<file path="src/rtl/usync_pkg.sv">
package usync_pkg;
  typedef enum logic [1:0] {
    SRC_OFF   = 2'b00,
    SRC_TIMER = 2'b01,
    SRC_PIN   = 2'b10,
    SRC_SOFT  = 2'b11
  } clk_src_e;

  localparam logic [1:0] A_DATA = 2'd0;
  localparam logic [1:0] A_STAT = 2'd1;
  localparam logic [1:0] A_CTRL = 2'd2;
endpackage

</file>
<file path="src/rtl/usync_pin_sync.sv">
module usync_pin_sync #(
  parameter int unsigned W      = 2,
  parameter int unsigned STAGES = 2
) (
  input  logic         clk,
  input  logic         rst_n,
  input  logic [W-1:0] pin_i,
  output logic [W-1:0] level_o,
  output logic [W-1:0] prev_o
);
  logic [STAGES:0][W-1:0] stg_q;
  logic [STAGES:0][W-1:0] stg_d;

  always_comb begin
    stg_d = {stg_q[STAGES-1:0], pin_i};
  end

  always_ff @(posedge clk or negedge rst_n) begin
    if (!rst_n) stg_q <= '0;
    else        stg_q <= stg_d;
  end

  assign level_o = stg_q[STAGES-1];
  assign prev_o  = stg_q[STAGES];
endmodule

</file>
<file path="src/rtl/usync_shift.sv">
module usync_shift #(
  parameter int unsigned W = 8
) (
  input  logic         clk,
  input  logic         rst_n,
  input  logic         load,
  input  logic [W-1:0] load_val,
  input  logic         step,
  input  logic         din,
  input  logic         open,
  output logic [W-1:0] data_o,
  output logic         hold_o
);
  logic [W-1:0] sr_q, sr_d;
  logic         hold_q, hold_d;

  always_comb begin
    sr_d = sr_q;
    if (load)      sr_d = load_val;
    else if (step) sr_d = {sr_q[W-2:0], din};
    hold_d = open ? sr_q[W-1] : hold_q;
  end

  always_ff @(posedge clk or negedge rst_n) begin
    if (!rst_n) begin
      sr_q   <= '0;
      hold_q <= 1'b0;
    end else begin
      sr_q   <= sr_d;
      hold_q <= hold_d;
    end
  end

  assign data_o = sr_q;
  assign hold_o = hold_q;

  AST_SHIFT_IN: assert property (@(posedge clk) disable iff (!rst_n)
    (step && !load) |=> (data_o == {$past(data_o[W-2:0]), $past(din)}));
  AST_HOLD_FROZEN: assert property (@(posedge clk) disable iff (!rst_n)
    !open |=> $stable(hold_o));
endmodule

</file>
<file path="src/rtl/usync_count.sv">
module usync_count #(
  parameter int unsigned W = 4
) (
  input  logic         clk,
  input  logic         rst_n,
  input  logic         load,
  input  logic [W-1:0] load_val,
  input  logic         step,
  output logic [W-1:0] cnt_o,
  output logic         wrap_o
);
  localparam logic [W-1:0] TOP = '1;
  logic [W-1:0] cnt_q, cnt_d;

  always_comb begin
    cnt_d = cnt_q;
    if (load)      cnt_d = load_val;
    else if (step) cnt_d = cnt_q + 1'b1;
  end

  always_ff @(posedge clk or negedge rst_n) begin
    if (!rst_n) cnt_q <= '0;
    else        cnt_q <= cnt_d;
  end

  assign cnt_o  = cnt_q;
  assign wrap_o = step && !load && (cnt_q == TOP);

  AST_CNT_STEP: assert property (@(posedge clk) disable iff (!rst_n)
    (step && !load) |=> (cnt_o == W'($past(cnt_o) + 1'b1)));
  AST_WRAP_ZERO: assert property (@(posedge clk) disable iff (!rst_n)
    wrap_o |=> (cnt_o == '0));
endmodule

</file>
<file path="src/rtl/usync_top.sv">
module usync_top
  import usync_pkg::*;
#(
  parameter int unsigned DATA_W      = 8,
  parameter int unsigned CNT_W       = 4,
  parameter int unsigned SYNC_STAGES = 2
) (
  input  logic              clk,
  input  logic              rst_n,
  input  logic [1:0]        bus_addr,
  input  logic              bus_wr,
  input  logic [DATA_W-1:0] bus_wdata,
  output logic [DATA_W-1:0] bus_rdata,
  input  logic              timer_tick,
  input  logic              clk_pin_i,
  input  logic              dat_pin_i,
  output logic              dout_o,
  output logic              dat_pull_low_o,
  output logic              clk_pull_low_o,
  output logic              irq_o
);
  localparam int unsigned START_BIT = DATA_W - 1;
  localparam int unsigned OVF_BIT   = DATA_W - 2;

  logic [1:0] pin_lvl, pin_prev;
  logic       clk_lvl, clk_rise, clk_fall, dat_lvl, dat_fall;

  usync_pin_sync #(.W(2), .STAGES(SYNC_STAGES)) u_sync (
    .clk(clk), .rst_n(rst_n), .pin_i({dat_pin_i, clk_pin_i}),
    .level_o(pin_lvl), .prev_o(pin_prev)
  );

  assign clk_lvl  = pin_lvl[0];
  assign clk_rise = pin_lvl[0] & ~pin_prev[0];
  assign clk_fall = ~pin_lvl[0] & pin_prev[0];
  assign dat_lvl  = pin_lvl[1];
  assign dat_fall = ~pin_lvl[1] & pin_prev[1];

  logic       two_wire_q, two_wire_d;
  clk_src_e   src_q, src_d;
  logic       ovf_ie_q, ovf_ie_d, start_ie_q, start_ie_d;
  logic       ovf_q, ovf_d, start_q, start_d;
  logic       wr_data, wr_stat, wr_ctrl, soft_ev;
  logic       ev_shift, ev_count, latch_open, start_set;
  logic [DATA_W-1:0] sr;
  logic [CNT_W-1:0]  cnt;
  logic       hold, cnt_wrap;

  assign wr_data = bus_wr && (bus_addr == A_DATA);
  assign wr_stat = bus_wr && (bus_addr == A_STAT);
  assign wr_ctrl = bus_wr && (bus_addr == A_CTRL);
  assign soft_ev = wr_ctrl && bus_wdata[3] && (clk_src_e'(bus_wdata[2:1]) == SRC_SOFT);

  always_comb begin
    ev_shift = soft_ev;
    ev_count = soft_ev;
    case (src_q)
      SRC_TIMER: begin
        ev_shift = ev_shift | timer_tick;
        ev_count = ev_count | timer_tick;
      end
      SRC_PIN: begin
        ev_shift = ev_shift | clk_rise;
        ev_count = ev_count | clk_rise | clk_fall;
      end
      default: ;
    endcase
  end

  assign latch_open = (src_q != SRC_PIN) || !clk_lvl;
  assign start_set  = two_wire_q && clk_lvl && dat_fall;

  usync_shift #(.W(DATA_W)) u_shift (
    .clk(clk), .rst_n(rst_n), .load(wr_data), .load_val(bus_wdata),
    .step(ev_shift), .din(dat_lvl), .open(latch_open),
    .data_o(sr), .hold_o(hold)
  );

  usync_count #(.W(CNT_W)) u_count (
    .clk(clk), .rst_n(rst_n), .load(wr_stat), .load_val(bus_wdata[CNT_W-1:0]),
    .step(ev_count), .cnt_o(cnt), .wrap_o(cnt_wrap)
  );

  always_comb begin
    two_wire_d = two_wire_q;
    src_d      = src_q;
    ovf_ie_d   = ovf_ie_q;
    start_ie_d = start_ie_q;
    if (wr_ctrl) begin
      two_wire_d = bus_wdata[0];
      src_d      = clk_src_e'(bus_wdata[2:1]);
      ovf_ie_d   = bus_wdata[4];
      start_ie_d = bus_wdata[5];
    end
    ovf_d = ovf_q;
    if (cnt_wrap)                          ovf_d = 1'b1;
    else if (wr_stat && bus_wdata[OVF_BIT]) ovf_d = 1'b0;
    start_d = start_q;
    if (start_set)                            start_d = 1'b1;
    else if (wr_stat && bus_wdata[START_BIT]) start_d = 1'b0;
  end

  always_ff @(posedge clk or negedge rst_n) begin
    if (!rst_n) begin
      two_wire_q <= 1'b0;
      src_q      <= SRC_OFF;
      ovf_ie_q   <= 1'b0;
      start_ie_q <= 1'b0;
      ovf_q      <= 1'b0;
      start_q    <= 1'b0;
    end else begin
      two_wire_q <= two_wire_d;
      src_q      <= src_d;
      ovf_ie_q   <= ovf_ie_d;
      start_ie_q <= start_ie_d;
      ovf_q      <= ovf_d;
      start_q    <= start_d;
    end
  end

  always_comb begin
    bus_rdata = '0;
    case (bus_addr)
      A_DATA: bus_rdata = sr;
      A_STAT: begin
        bus_rdata[START_BIT] = start_q;
        bus_rdata[OVF_BIT]   = ovf_q;
        bus_rdata[CNT_W-1:0] = cnt;
      end
      A_CTRL: bus_rdata = DATA_W'({start_ie_q, ovf_ie_q, 1'b0, src_q, two_wire_q});
      default: bus_rdata = '0;
    endcase
  end

  assign dout_o         = !two_wire_q && hold;
  assign dat_pull_low_o = two_wire_q && !hold;
  assign clk_pull_low_o = two_wire_q && (start_q || ovf_q);
  assign irq_o          = (ovf_q && ovf_ie_q) || (start_q && start_ie_q);

  AST_OVF_FROM_WRAP: assert property (@(posedge clk) disable iff (!rst_n)
    $rose(ovf_q) |-> ($past(cnt) == '1));
  AST_START_TWO_WIRE: assert property (@(posedge clk) disable iff (!rst_n)
    $rose(start_q) |-> $past(two_wire_q));
  AST_STRETCH_HELD: assert property (@(posedge clk) disable iff (!rst_n)
    ($past(clk_pull_low_o) && two_wire_q && !$past(wr_stat)) |-> clk_pull_low_o);
  AST_DRAIN_QUIET_3W: assert property (@(posedge clk) disable iff (!rst_n)
    (!two_wire_q && !$past(two_wire_q)) |-> (!dat_pull_low_o && !clk_pull_low_o));
endmodule

</file>
<file path="config.mk">
export PLATFORM = sky130hd
export DESIGN_NAME = usync_top
export DESIGN_NICKNAME = d
export VERILOG_FILES = /design/src/rtl/usync_pkg.sv /design/src/rtl/usync_pin_sync.sv /design/src/rtl/usync_shift.sv /design/src/rtl/usync_count.sv /design/src/rtl/usync_top.sv
export SDC_FILE = /design/constraint.sdc
export NUM_CORES = 1
export LEC_CHECK = 0
export BUFFER_PORTS_ARGS = -buffer_cell sky130_fd_sc_hd__buf_2
export CORE_ASPECT_RATIO = 1.2
export CORE_UTILIZATION = 35
export CTS_BUF_LIST = sky130_fd_sc_hd__clkbuf_8
export CTS_CLUSTER_DIAMETER = 40
export CTS_CLUSTER_SIZE = 10
export DETAILED_ROUTE_END_ITERATION = 10
export PLACE_DENSITY = 0.58
export SETUP_SLACK_MARGIN = 0.5
export SYNTH_ARGS = -nofsm -noshare
export SYNTH_HDL_FRONTEND = slang
export SYNTH_SLANG_ARGS = --single-unit
</file>
<file path="constraint.sdc">
create_clock -name clk -period 5.3 [get_ports clk]
set_clock_uncertainty 0.15 [all_clocks]
set_input_delay 0.265 -clock clk [delete_from_list [all_inputs] [get_ports clk]]
set_output_delay 0.265 -clock clk [all_outputs]
set_load 0.01 [all_outputs]
</file>
==> results of run 1 <==
==> power groups by stage <==
stage | Clock [uW] | Sequential, uW | Combinational, uW
finish | 131 | 319 | 200
global route | 142 | 327 | 225
CTS | 134 | 318 | 203
detailed placement | 0 | 322 | 200
global placement | 0 | 322 | 197
floorplan | 0 | 299 | 145
==> metrics by stage <==
| step | std cells | worst slack, ns |
|---|---|---|
| CTS | 219 | 3.26 |
| global placement | 212 | 3.27 |
| global route | 219 | 3.10 |
| floorplan | 138 | 3.48 |
| finish | 219 | 3.26 |
| detailed placement | 212 | 3.29 |
==> cell usage in the layout (no fill, tap or decap), drive strengths merged, types with 2 or more instances in the layout <==
master       netlist  final
clkbuf             1      4
a21oi             11     11
xnor2              4      4
dlygate4sd3        0      3
nand3              4      4
a31oi              2      2
nand3b             2      2
buf                4     27
nor2b              3      3
dfrtp             26     26
o21ai              7      7
nand2             21     21
ha                 3      3
nor2              16     16
inv                4      4
mux2i             17     17
==> registers in the layout, indices dropped and copies added, names as in the netlist <==
register        flops
u_shift.data_o      8
two_wire_q          1
u_shift.hold_o      1
u_sync.prev_o       2
ovf_ie_q            1
u_sync.stg_d        2
ovf_q               1
start_ie_q          1
start_q             1
u_sync.level_o      2
u_count.cnt_o       4
src_q               2
==> cell type report <==
| cell class | count | area (um2) | area share |
|---|---|---|---|
| Timing Repair Buffer | 30 | 165 | 0.102 |
| Tap cell | 52 | 65.1 | 0.0403 |
| Inverter | 4 | 15.0 | 0.00930 |
| Multi-Input combinational cell | 103 | 663 | 0.411 |
| Sequential cell | 26 | 651 | 0.403 |
| Clock buffer | 4 | 55.1 | 0.0341 |
==> per-layer routing <==
layer	wire, um	GRT usage	vias up
met5	0	0	-
met3	146	0.0333	2
met4	32	0.0503	0
li1	-	-	538
met2	1480	0.261	38
met1	1480	0.227	529
==> path summary, 6_finish.rpt <==
check	to	slack, ns	depth (start not counted)
max in group asynchronous	start_q	4.25	2
min in group asynchronous	u_count.cnt_o[3]	0.36	2
worst min register to register	u_sync.level_o[1]	0.21	0
worst max-delay path	ovf_q	3.26	7
worst max register to register	ovf_q	3.26	7
worst min-delay path	ovf_q	0.01	2
==> logic make-up (layout without fill, tap and decap cells) <==
logic type	after synthesis	count (layout)	synth area share
DFF	26	26	0.481
and+or+nand+nor	52	52	0.185
adders and majority gates	3	3	0.0278
AOI/OAI and AO/OA	26	26	0.118
muxes	18	18	0.134
xor gates and xnor gates	4	4	0.0259
buffers and inverters	9	38	0.0278
==> worst max-delay path, cell delays in order (launching register included) <==
cell	delay, ns
dfrtp_1	0.40
inv_1	0.07
ha_1	0.34
nand3b_1	0.25
o31a_1	0.19
a31oi_2	0.24
a41oi_1	0.18
a21oi_1	0.14
==> what timing repair did <==
| action | in CTS | in global routing |
|---|---|---|
| resized for setup | 0 | 0 |
| setup endpoints to repair | 0 | 0 |
| hold buffers | 3 | 0 |
| endpoints found under the hold margin | 28 | 0 |
| buffers inserted | 0 | 0 |
==> impl_metrics.json, run 1 <==
{
  "stdcell_area_um2": 1610,
  "synthArstFlopShare": 1.00,
  "placed_area_um2": 1530,
  "finalWirelength_um": 3130,
  "fin_crit_sh": 0.384,
  "criticalPathCategory": "flip-flop to flip-flop",
  "first_global_vias": 1075,
  "std_cell_rows": 24,
  "arrival_ns": 2.10,
  "drt-initial-drc-count": 31,
  "p_leak_uw": 0.000743,
  "wire_per_inst_um": 14.3,
  "area_delta_synth_final_pct": 19.4,
  "combPwrFrac": 0.308,
  "vias_per_cell": 5.05,
  "gp_congestion": 0.859,
  "final_max_slew_viol_count": 0,
  "ys_types": 33,
  "drc_errors": 0,
  "synth_area_leader_cell": "dfrtp_1",
  "htree_levels": 1,
  "cts_made_buffers": 3,
  "cp-end-kind": "flip-flop",
  "min_path_type": "primary input to flip-flop",
  "startpoint": "src_q[0]",
  "setup_tns_ns": 0,
  "start_kind": "flip-flop",
  "period_minus_slack_ns": 2.04,
  "grt_pass1_wl_um": 5180,
  "synth_most_common_cell": "dfrtp_1",
  "syn_area_um2": 1350,
  "post-dp-hpwl_um": 2400,
  "synth_flop_cell": "dfrtp_1",
  "power.internal_uw": 424,
  "p_per_area_nw_per_um2": 403,
  "hold_viol_final": 0,
  "status": "finished clean",
  "postRouteAntennaNets": 0,
  "vias": 1107,
  "p_switching_uw": 227,
  "clkPwrFrac": 0.201,
  "start_util": 0.369,
  "clockBufferDepth": 2,
  "avgSynthCellArea_um2": 9.79,
  "power.total_uw": 651,
  "setup_violations": 0,
  "max_clock_freq_mhz": 491,
  "die_width_um": 58.7,
  "synth_fp_nets": 157,
  "antenna_found_initial": 0,
  "clock-sinks": 26,
  "p_sw_frac": 0.349,
  "p_seq_frac": 0.491,
  "synth_seq_area_share": 0.481,
  "core-area_um2": 3660,
  "synth_edf_count": 0,
  "die_y_um": 70.1,
  "hold_path_startpoint": "bus_wdata[6]",
  "cp_data_required_time_ns": 5.36,
  "track_usage": 0.166,
  "drive_gt1_frac": 0.222,
  "n_antenna_cell": 0,
  "yosys_warnings": 0,
  "syn_inst": 138,
  "cp_max_fo": 5,
  "nFillCells": 382,
  "rsz0062_at_grt": "no",
  "synth_area_leaders": "dfrtp_1 (48%), mux2i_1 (13%), nand2_1 (5.8%)",
  "cts_tree": "yes",
  "synth_top_area_share": 0.481,
  "dr.pass1.iters": 4,
  "worst_slew_pin_slew_ns": 0.588,
  "grt_max_degree": 27,
  "clk_latency_ns": 0.27,
  "r2r-start": "src_q[0]",
  "ios": 28,
  "clockRootBuffer": "clkbuf_8",
  "holdWs_ns": 0.0133,
  "vdd.ir_drop.worst_uv": 166,
  "cts.clk_slew.worst_paths_ns": 0.09,
  "synth_common_cells": "dfrtp_1 (26), nand2_1 (21), mux2i_1 (17)",
  "synth_seq_cells": 26,
  "die_area_um2": 4110,
  "grt-ovfl-total": 0,
  "maxCapViolCount": 0,
  "final_util": 0.441,
  "slew_headroom": 0.608,
  "port_buffers": 27,
  "final_nets": 187
}
(Power assumes the default switching activity.)
==> run 2: changes to the inputs <==
- ABC_AREA: default -> 1
- clock period: 5.3 -> 2 ns (I/O delays scaled with it)
==> run 2 against run 1 <==
Compared with the run above: global-route usage increased by 1.6 points; die area increased by 2.2%; critical path depth did not move; synthesized area increased by 2.3%; cell count increased by 21%; critical endpoint is now u_shift.data_o[4].
==> impl_metrics.json, run 2 <==
{
  "p_per_area_nw_per_um2": 1020,
  "arrival_ns": 1.56,
  "clockRootBuffer": "clkbuf_8",
  "grt-ovfl-total": 0,
  "layout_commonest_cell": "nand2_1",
  "top_usage_layer": "met2",
  "n_antenna_cell": 0,
  "worst_r2r_path_depth": 7,
  "clockBufferDepth": 2,
  "synth_top_area_share": 0.471,
  "wire_per_inst_um": 13.0,
  "htree_levels": 1,
  "yosys_warnings": 0,
  "gp_congestion": 0.902,
  "ys_types": 26,
  "startpoint": "src_q[1]",
  "synth_area_leader_cell": "dfrtp_1",
  "clk_latency_ns": 0.27,
  "std_cell_rows": 24,
  "period_minus_slack_ns": 1.52,
  "rsz0062_at_grt": "yes",
  "die_area_um2": 4210,
  "synth_most_common_cell": "nand2_1",
  "track_usage": 0.182,
  "synth_area_leaders": "dfrtp_1 (47%), nand2_1 (13%), o21ai_0 (7.6%)",
  "fin_crit_sh": 0.759,
  "min_path_type": "primary input to flip-flop",
  "synthArstFlopShare": 1.00,
  "synth_seq_cells": 26,
  "grt.met3_usage": 0.0183,
  "cp-end-kind": "flip-flop",
  "cts_tree": "yes",
  "finalWirelength_um": 3450,
  "max_clock_freq_mhz": 659,
  "synth_seq_area_share": 0.471,
  "clock-sinks": 26,
  "area_delta_synth_final_pct": 32.5,
  "p_leak_uw": 0.000882,
  "drive_gt1_frac": 0.268,
  "antenna_found_initial": 0,
  "cts.clk_slew.worst_paths_ns": 0.09,
  "cts_made_buffers": 3,
  "largest_reg_flops": 8,
  "nFillCells": 379,
  "synth_flop_cell": "dfrtp_1",
  "vias_per_cell": 4.84,
  "r2r-start": "src_q[1]",
  "setup_violations": 0,
  "final_cells": 265,
  "postRouteAntennaNets": 0,
  "cp_data_required_time_ns": 2.05,
  "grt_pass1_wl_um": 5820,
  "start_util": 0.374,
  "vias": 1283,
  "port_buffers": 27,
  "slew_headroom": 0.605,
  "hold_path_startpoint": "bus_wdata[1]",
  "maxCapViolCount": 0,
  "hold_viol_final": 0,
  "met1_usage": 0.243,
  "syn_inst": 171,
  "ios": 28,
  "core-area_um2": 3690,
  "final_nets": 233,
  "status": "finished clean",
  "placed_cells": 248,
  "syn_area_um2": 1380,
  "start_kind": "flip-flop",
  "layout_common_cells": "nand2_1 (46), buf_2 (27), dfrtp_1 (25)",
  "synth_common_cells": "nand2_1 (48), dfrtp_1 (26), inv_1 (22)",
  "setup_tns_ns": 0,
  "holdPathStages": 5,
  "drc_errors": 0,
  "avgSynthCellArea_um2": 8.09,
  "vdd.ir_drop.worst_uv": 495,
  "final_max_slew_viol_count": 0,
  "drt-initial-drc-count": 33,
  "first_global_vias": 1334,
  "use_met2": 0.292,
  "grt_max_degree": 27,
  "die_width_um": 59.4,
  "dr.pass1.iters": 4,
  "die_y_um": 70.9,
  "worst_slew_pin_slew_ns": 0.592,
  "cp_max_fo": 8,
  "synth_edf_count": 0,
  "post-dp-hpwl_um": 2490,
  "criticalPathCategory": "flip-flop to flip-flop",
  "synth_fp_nets": 190
}
-- run 2: layout make-up --
type	count	area, um2	share of cell area
clock buffer	3	41.3	0.0225
clock inverter	1	30.0	0.0164
inverter	25	96.3	0.0526
multi-input combinational	119	699	0.382
sequential	26	652	0.356
tap	52	65.1	0.0355
timing repair buffer	39	248	0.135
-- run 2: path summary, 6_finish.rpt --
path | endpoint | slack [ns]
worst max-delay path | u_shift.data_o[4] | 0.48
worst min-delay path | u_count.cnt_o[1] | 0.06
worst max register to register | u_shift.data_o[4] | 0.48
worst min register to register | u_sync.level_o[0] | 0.21
max in group asynchronous | u_sync.level_o[0] | 1.07
min in group asynchronous | u_sync.level_o[1] | 0.21
-- run 2: worst max-delay path: stages, from the launching register on --
cell     delay [ns]
dfrtp_1        0.42
ha_4           0.29
inv_4          0.04
nor3_4         0.21
nor2_4         0.08
nand2_4        0.13
nand2_1        0.06
o21ai_1        0.07
-- run 2: power by group --
| group | internal (uW) | switching, uW |
|---|---|---|
| clock network | 268 | 167 |
| logic | 270 | 389 |
| registers | 670 | 98.2 |
-- run 2: timing repair --
item | in CTS | in global routing
endpoints found under the setup margin | 12 | 13
gates resized for setup | 5 | 7
gates cloned | 1 | 0
pin swaps | 2 | 2
buffers inserted | 0 | 3
hold buffers | 9 | 0
endpoints found under the hold margin | 34 | 0
-- run 2: metrics by stage --
stage               utilization  setup WS (ns)  hold slack [ns]  cell area [um2]  total power, uW
floorplan                     -          0.508           -0.346             1410             1170
global placement          0.431          0.445          -0.0184             1590             1340
detailed placement        0.431          0.388         -0.00126             1590             1370
CTS                       0.483          0.484           0.0437             1780             1830
global route              0.496          0.386           0.0846             1830             2000
finish                    0.496          0.483           0.0558             1830             1860
-- run 2: routing by layer --
layer	vias up	share of wire
met5	-	0
met4	0	0.025
met3	6	0.040
met2	27	0.48
met1	603	0.45
li1	647	-
-- run 2: logic make-up after synthesis --
kind of cell               after synthesis  share of synthesized area
xor gates and xnor gates                 2                     0.0127
adders and majority gates                3                     0.0272
AOI/OAI and AO/OA                       39                      0.165
and+or+nand+nor                         74                      0.245
DFF                                     26                      0.471
buffers and inverters                   27                     0.0796
